$ cat config.mk
export PLATFORM = sky130hd
export DESIGN_NAME = stream_chan_arbiter
export DESIGN_NICKNAME = d
export VERILOG_FILES = /design/src/rtl/stream_arb_pkg.sv /design/src/rtl/stream_append_stage.sv /design/src/rtl/stream_delay_line.sv /design/src/rtl/stream_slot_decoder.sv /design/src/rtl/stream_chan_arbiter.sv
export SDC_FILE = /design/constraint.sdc
export NUM_CORES = 2
export LEC_CHECK = 0
export BUFFER_PORTS_ARGS = -buffer_cell sky130_fd_sc_hd__clkbuf_2
export CORE_ASPECT_RATIO = 1.2
export CORE_UTILIZATION = 66
export CTS_CLUSTER_SIZE = 28
export DETAILED_ROUTE_END_ITERATION = 8
export HOLD_SLACK_MARGIN = 0.1
export PLACE_DENSITY = 0.83
export SKIP_LAST_GASP = 1
export SLEW_MARGIN = 20
export SYNTH_ARGS = -nofsm -noshare
export SYNTH_HDL_FRONTEND = slang
export SYNTH_SLANG_ARGS = --single-unit
export TNS_END_PERCENT = 1
$ cat constraint.sdc
create_clock -name clk -period 9.7 [get_ports clk]
set_input_delay 0.97 -clock clk [delete_from_list [all_inputs] [get_ports clk]]
set_output_delay 0.97 -clock clk [all_outputs]
set_load 0.02 [all_outputs]
$ cat src/rtl/stream_arb_pkg.sv
package stream_arb_pkg;

  // Bits needed to encode values 0..count-1 (at least one bit).
  function automatic int width_of(input int count);
    return (count > 1) ? $clog2(count) : 1;
  endfunction

endpackage

$ cat src/rtl/stream_append_stage.sv
// One hop of the first pass: the node overwrites its own slot with its local
// field. The arriving stream is passed through untouched and never decoded.
module stream_append_stage #(
  parameter int STREAM_W = 40,
  parameter int FIELD_W  = 5,
  parameter int SLOT     = 0
) (
  input  logic                clk,
  input  logic                rst,
  input  logic [STREAM_W-1:0] stream_in,
  input  logic [FIELD_W-1:0]  field_in,
  output logic [STREAM_W-1:0] stream_q
);

  logic [STREAM_W-1:0] merged;

  always_comb begin
    merged = stream_in;
    merged[SLOT*FIELD_W +: FIELD_W] = field_in;
  end

  always_ff @(posedge clk) begin
    if (rst) stream_q <= '0;
    else     stream_q <= merged;
  end

endmodule

$ cat src/rtl/stream_delay_line.sv
// Fixed-depth register delay; depth 0 is a plain wire.
module stream_delay_line #(
  parameter int WIDTH = 8,
  parameter int DEPTH = 1
) (
  input  logic             clk,
  input  logic             rst,
  input  logic [WIDTH-1:0] din,
  output logic [WIDTH-1:0] dout
);

  generate
    if (DEPTH == 0) begin : g_wire
      assign dout = din;
    end else begin : g_regs
      logic [WIDTH-1:0] stage_q [DEPTH];
      always_ff @(posedge clk) begin
        if (rst) begin
          for (int i = 0; i < DEPTH; i++) stage_q[i] <= '0;
        end else begin
          stage_q[0] <= din;
          for (int i = 1; i < DEPTH; i++) stage_q[i] <= stage_q[i-1];
        end
      end
      assign dout = stage_q[DEPTH-1];
    end
  endgenerate

endmodule

$ cat src/rtl/stream_slot_decoder.sv
// Second-pass decoder owned by one node. It evaluates the shared grant rule
// over the whole finished stream and keeps only this node's outcome, then
// delays it so that every node's outcome leaves on the same edge.
module stream_slot_decoder
  import stream_arb_pkg::*;
#(
  parameter int N_NODES = 8,
  parameter int N_CHANS = 4,
  parameter int NODE    = 0,
  localparam int DW = width_of(N_NODES),
  localparam int CW = width_of(N_CHANS),
  localparam int FW = DW + 2,
  localparam int SW = N_NODES * FW
) (
  input  logic          clk,
  input  logic          rst,
  input  logic [SW-1:0] stream_in,
  output logic          tx_grant,
  output logic [CW-1:0] tx_chan,
  output logic          rx_listen,
  output logic [CW-1:0] rx_chan
);

  localparam int NSLOT = 1 << DW;
  localparam int UW    = width_of(N_CHANS + 1);
  localparam int BW    = 2 + 2 * CW;
  localparam int ALIGN = N_NODES - NODE;

  logic [NSLOT-1:0] ready_map;
  logic [NSLOT-1:0] claimed;
  logic [UW-1:0]    used;
  logic [DW-1:0]    dst;
  logic             want;
  logic             my_grant, my_listen;
  logic [CW-1:0]    my_tx, my_rx;

  always_comb begin
    ready_map = '0;
    for (int i = 0; i < N_NODES; i++) ready_map[i] = stream_in[i*FW];
    claimed   = '0;
    used      = '0;
    dst       = '0;
    want      = 1'b0;
    my_grant  = 1'b0;
    my_listen = 1'b0;
    my_tx     = '0;
    my_rx     = '0;
    for (int i = 0; i < N_NODES; i++) begin
      want = stream_in[i*FW + FW - 1];
      dst  = stream_in[i*FW + 1 +: DW];
      if (want && (dst != DW'(i)) && ready_map[dst] && !claimed[dst] &&
          (used < UW'(N_CHANS))) begin
        claimed[dst] = 1'b1;
        if (i == NODE) begin
          my_grant = 1'b1;
          my_tx    = CW'(used);
        end
        if (dst == DW'(NODE)) begin
          my_listen = 1'b1;
          my_rx     = CW'(used);
        end
        used = used + UW'(1);
      end
    end
  end

  logic [BW-1:0] outcome, aligned;
  assign outcome = {my_grant, my_tx, my_listen, my_rx};

  stream_delay_line #(.WIDTH(BW), .DEPTH(ALIGN)) u_align (
    .clk  (clk),
    .rst  (rst),
    .din  (outcome),
    .dout (aligned)
  );

  assign {tx_grant, tx_chan, rx_listen, rx_chan} = aligned;

endmodule

$ cat src/rtl/stream_chan_arbiter.sv
module stream_chan_arbiter #(
  parameter int N_NODES = 8,
  parameter int N_CHANS = 4,
  localparam int DW = stream_arb_pkg::width_of(N_NODES),
  localparam int CW = stream_arb_pkg::width_of(N_CHANS)
) (
  input  logic                       clk,
  input  logic                       rst,
  input  logic [N_NODES-1:0]         req_valid,
  input  logic [N_NODES-1:0][DW-1:0] req_dst,
  input  logic [N_NODES-1:0]         rx_ready,
  output logic [N_NODES-1:0]         tx_grant,
  output logic [N_NODES-1:0][CW-1:0] tx_chan,
  output logic [N_NODES-1:0]         rx_listen,
  output logic [N_NODES-1:0][CW-1:0] rx_chan
);

  // Slot layout per node: {want, destination, ready}.
  localparam int FW = DW + 2;
  localparam int SW = N_NODES * FW;

  logic [SW-1:0] empty_stream;
  logic [SW-1:0] trip1 [N_NODES];
  logic [SW-1:0] relay [N_NODES];

  assign empty_stream = '0;

  // First pass: one hop per clock, starting empty at node 0.
  generate
    for (genvar k = 0; k < N_NODES; k++) begin : g_pass1
      logic [FW-1:0] field;
      assign field = {req_valid[k], req_dst[k], rx_ready[k]};
      if (k == 0) begin : g_origin
        stream_append_stage #(.STREAM_W(SW), .FIELD_W(FW), .SLOT(k)) u_hop (
          .clk(clk), .rst(rst), .stream_in(empty_stream),
          .field_in(field), .stream_q(trip1[k])
        );
      end else begin : g_follow
        stream_append_stage #(.STREAM_W(SW), .FIELD_W(FW), .SLOT(k)) u_hop (
          .clk(clk), .rst(rst), .stream_in(trip1[k-1]),
          .field_in(field), .stream_q(trip1[k])
        );
      end
    end
  endgenerate

  // Second pass: the finished stream is relayed unchanged, one hop per clock.
  always_ff @(posedge clk) begin
    if (rst) begin
      for (int i = 0; i < N_NODES; i++) relay[i] <= '0;
    end else begin
      relay[0] <= trip1[N_NODES-1];
      for (int i = 1; i < N_NODES; i++) relay[i] <= relay[i-1];
    end
  end

  generate
    for (genvar k = 0; k < N_NODES; k++) begin : g_pass2
      stream_slot_decoder #(.N_NODES(N_NODES), .N_CHANS(N_CHANS), .NODE(k)) u_dec (
        .clk       (clk),
        .rst       (rst),
        .stream_in (relay[k]),
        .tx_grant  (tx_grant[k]),
        .tx_chan   (tx_chan[k]),
        .rx_listen (rx_listen[k]),
        .rx_chan   (rx_chan[k])
      );
    end
  endgenerate

endmodule

==> results.sh <==
export IMPL_dp_hpwl_microns=78700
export IMPL_ys_ff_latch=693
export IMPL_setup_violations_final=0
export IMPL_setup_tns_ps=0
export IMPL_crit_fanout=12
export IMPL_synth_edff_count=0
export IMPL_hold_buffers=0
export IMPL_end_kind="register"
export IMPL_chipHeight_microns=264
export IMPL_clk_latency_ps=620
export IMPL_placement_rows=95
export IMPL_peakVddDrop_mv=0.195
export IMPL_drive_above_1_share_pct=9.40
export IMPL_worstMarginPinSlew_ps=1030
export IMPL_post_cts_buffers=0
export IMPL_h_tree_depth=3
export IMPL_vias=33240
export IMPL_drtIter0Drc=3796
export IMPL_viasPerCell=6.66
export IMPL_violations="design-rule violations"
export IMPL_max_cap_violations=0
export IMPL_cts_resized=0
export IMPL_cp_data_required_time_ps=10240
export IMPL_clkPwrFrac_pct=47.8
export IMPL_die_width_microns=220
export IMPL_async_flop_share_pct=0
export IMPL_min_period_ps=6790
export IMPL_hold_class="reg -> reg"
export IMPL_yosysWarnings=0
export IMPL_worstPathArrival_ps=7330
export IMPL_critPathLaunchType="register"
export IMPL_maxSlewViolCount=0
export IMPL_syn_inst=4386
export IMPL_drt_wirelength_per_cell_microns=22.1
export IMPL_drt_first_pass_iters=8
export IMPL_root_buffer="clkbuf_16"
export IMPL_outcome="finished with violations"
export IMPL_grt_overflow_total=0
export IMPL_grt_max_degree=234
export IMPL_ys_seq_area_share_pct=36.7
export IMPL_p_leak_uw=0.0147
export IMPL_cts_made_buffers=68
export IMPL_pwr_share_seq_pct=50.5
export IMPL_gp_congestion=1.02
export IMPL_cts_tree="built"
export IMPL_fin_util_pct=71.3
export IMPL_drc_errors=3
export IMPL_synth_area_per_cell_sq_um=8.61
export IMPL_start_util_pct=67.2
export IMPL_power_density_nw_per_um2=143
export IMPL_whs_ps=425
export IMPL_timing_slew_headroom_pct=31.2
export IMPL_route_final_wire_length_microns=110000
export IMPL_antenna_found_initial=1
export IMPL_grt_pass1_wl_microns=174000
export IMPL_clkTransAtPathRegs_ps=70
export IMPL_clock_sinks=693
export IMPL_synth_area_sq_um=37800
export IMPL_switching_share_pct=21.6
export IMPL_synthFlopType="dfxtp_1"
export IMPL_p_comb_share_pct=1.6
export IMPL_rsz0062_at_grt="false"
export IMPL_hold_viol=0
export IMPL_grt_pass1_vias=31789
export IMPL_synth_distinct_cells=123
export IMPL_ios=90
export IMPL_num_fill_cells=4343
export IMPL_skew_ps=19.8
export IMPL_portBuffers=86
export IMPL_ant_nets=0
export IMPL_area_growth_pct=6.09
export IMPL_grt_usage_pct=37.5
export IMPL_p_sw_uw=1240
export IMPL_path_class="reg -> reg"
export IMPL_fmax_mhz=147
export IMPL_p_int_uw=4480
export IMPL_coreArea_sq_um=56200
export IMPL_fin_crit_sh_pct=70.0
export IMPL_n_antenna_cell=0
export IMPL_fin_nets=4305
export IMPL_clock_path_buffers=3
export IMPL_die_area_sq_um=58200
==> per-stage QoR <==
step           setup WS [ps]  total power [uW]  cells  instance area, sq um
2_1_floorplan           3910              3020   4388                 37800
5_1_grt                 2250              5870   4992                 40100
4_1_cts                 3000              5750   4992                 40100
3_5_place_dp            3000              3050   4872                 37800
6_report                2910              5720   4992                 40100
3_3_place_gp            3200              3040   4872                 37800
==> state kept, by name, summed over array words and instances, names as in the netlist <==
signal and cells:
g_pass1.g_follow.u_hop.stream_q 175, g_pass2.u_dec.u_align.g_regs.stage_q 193, relay 320, g_pass1.g_origin.u_hop.stream_q 5
==> placed cells by master, fill, tap and decap left out, drive strengths merged, types with 34 or more instances in the layout <==
master	instances
clkbuf	173
nor3	107
mux2	67
and3	76
xor2	41
nand3	142
o21ai	118
xnor2	44
a21oi	118
mux2i	60
a211oi	51
dfxtp	693
nor2b	687
nand2b	66
nand4	62
o211ai	51
nand2	259
o31ai	39
ha	48
nand3b	34
a31oi	84
nor2	283
and2	66
mux4	37
inv	147
==> worst max-delay path, stage by stage, from the launching register on <==
cell and delay [ps]:
dfxtp_1 590, mux4_2 550, and2_0 250, o2111a_1 210, a2111oi_2 640, o211a_1 350
and3_1 280, nor2_1 60, a21oi_1 210, ha_1 210, nor2b_1 160, o2111ai_1 180
nor2_1 580, nor2_1 110, and3_1 200, nor2_1 160, mux2_2 390, ha_1 270
and2_1 150, or2_2 270, ha_1 220, nand4b_1 180, nor4_1 250, a311oi_1 90
a31oi_1 160
==> cell usage after synthesis (19+ instances only) <==
library cell / count / area share [%]
o31ai_1: 37 / 0.74
a21o_1: 22 / 0.44
xor2_1: 41 / 0.95
mux2_2: 64 / 1.9
buf_4: 36 / 0.72
o22ai_1: 32 / 0.53
o21ai_0: 105 / 1.4
or3_1: 22 / 0.36
mux2i_1: 59 / 1.6
a211oi_1: 49 / 0.97
o2111ai_1: 29 / 0.67
a31oi_1: 83 / 1.4
inv_1: 136 / 1.4
nand3b_1: 34 / 0.68
o211ai_1: 48 / 0.95
mux4_2: 37 / 2.2
and2_1: 64 / 1.1
nor4_1: 25 / 0.41
buf_2: 38 / 0.50
a22o_1: 19 / 0.44
and3_1: 76 / 1.3
o221ai_1: 21 / 0.49
ha_1: 48 / 1.6
a211o_1: 23 / 0.53
clkbuf_1: 246 / 2.4
nor3_1: 101 / 1.3
nand3_1: 141 / 1.9
nor2_1: 283 / 2.8
a221oi_1: 22 / 0.51
nand2_1: 259 / 2.6
nand2b_1: 66 / 1.1
xnor2_1: 43 / 1.0
a21oi_1: 116 / 1.5
nor3b_1: 29 / 0.58
nand4_1: 62 / 1.0
a22oi_1: 21 / 0.42
dfxtp_1: 693 / 37
nor2b_1: 687 / 11
==> path summary, 6_finish.rpt <==
| check | from | to | slack, ps | cells after the start |
|---|---|---|---|---|
| setup / recovery | relay[0][46] | g_pass2[1].u_dec.u_align.g_regs.stage_q[0][1] | 2910 | 24 |
| hold / removal | g_pass1[4].g_follow.u_hop.stream_q[4] | g_pass1[5].g_follow.u_hop.stream_q[4] | 430 | 1 |
| setup reg to reg | relay[0][46] | g_pass2[1].u_dec.u_align.g_regs.stage_q[0][1] | 2910 | 24 |
| hold reg to reg | g_pass1[4].g_follow.u_hop.stream_q[4] | g_pass1[5].g_follow.u_hop.stream_q[4] | 430 | 1 |
==> cell families (layout without fill, tap and decap cells) <==
kind of cell    after synthesis  in the layout  share of synthesized area (%)
compound gates              934            934                           18.8
xor+xnor                     85             85                           1.99
fa+ha+maj                    48             48                           1.59
buf+inv                     478            355                           5.25
flops                       693            693                           36.7
mux                         164            164                           5.80
other cells                   1              3                        0.00993
simple gates               1983           1983                           29.8
==> area by class of cell <==
type | instances | area, sq um | area share [%]
clock buffer | 88 | 1880 | 4.69
sequential | 693 | 13900 | 34.6
multi-input combinational | 3217 | 21900 | 54.7
clock inverter | 32 | 428 | 1.07
tap | 727 | 910 | 2.27
inverter | 140 | 526 | 1.31
timing repair buffer | 95 | 533 | 1.33
==> layer usage <==
layer	vias to the layer above	GRT usage (%)	routed length, microns
li1	15454	-	-
met1	15627	46.9	43400
met2	1767	61.8	52000
met3	390	5.60	8990
met4	2	20.1	5820
met5	-	0	12
==> power groups by stage <==
stage | combinational (uW) | sequential, uW | clock (uW)
floorplan | 77.2 | 2940 | 0
CTS | 94.6 | 2890 | 2770
global placement | 91.3 | 2950 | 0
finish | 94.2 | 2890 | 2730
detailed placement | 93.3 | 2950 | 0
global route | 104 | 2890 | 2880
No activity file was read; power rests on OpenSTA's default activity.
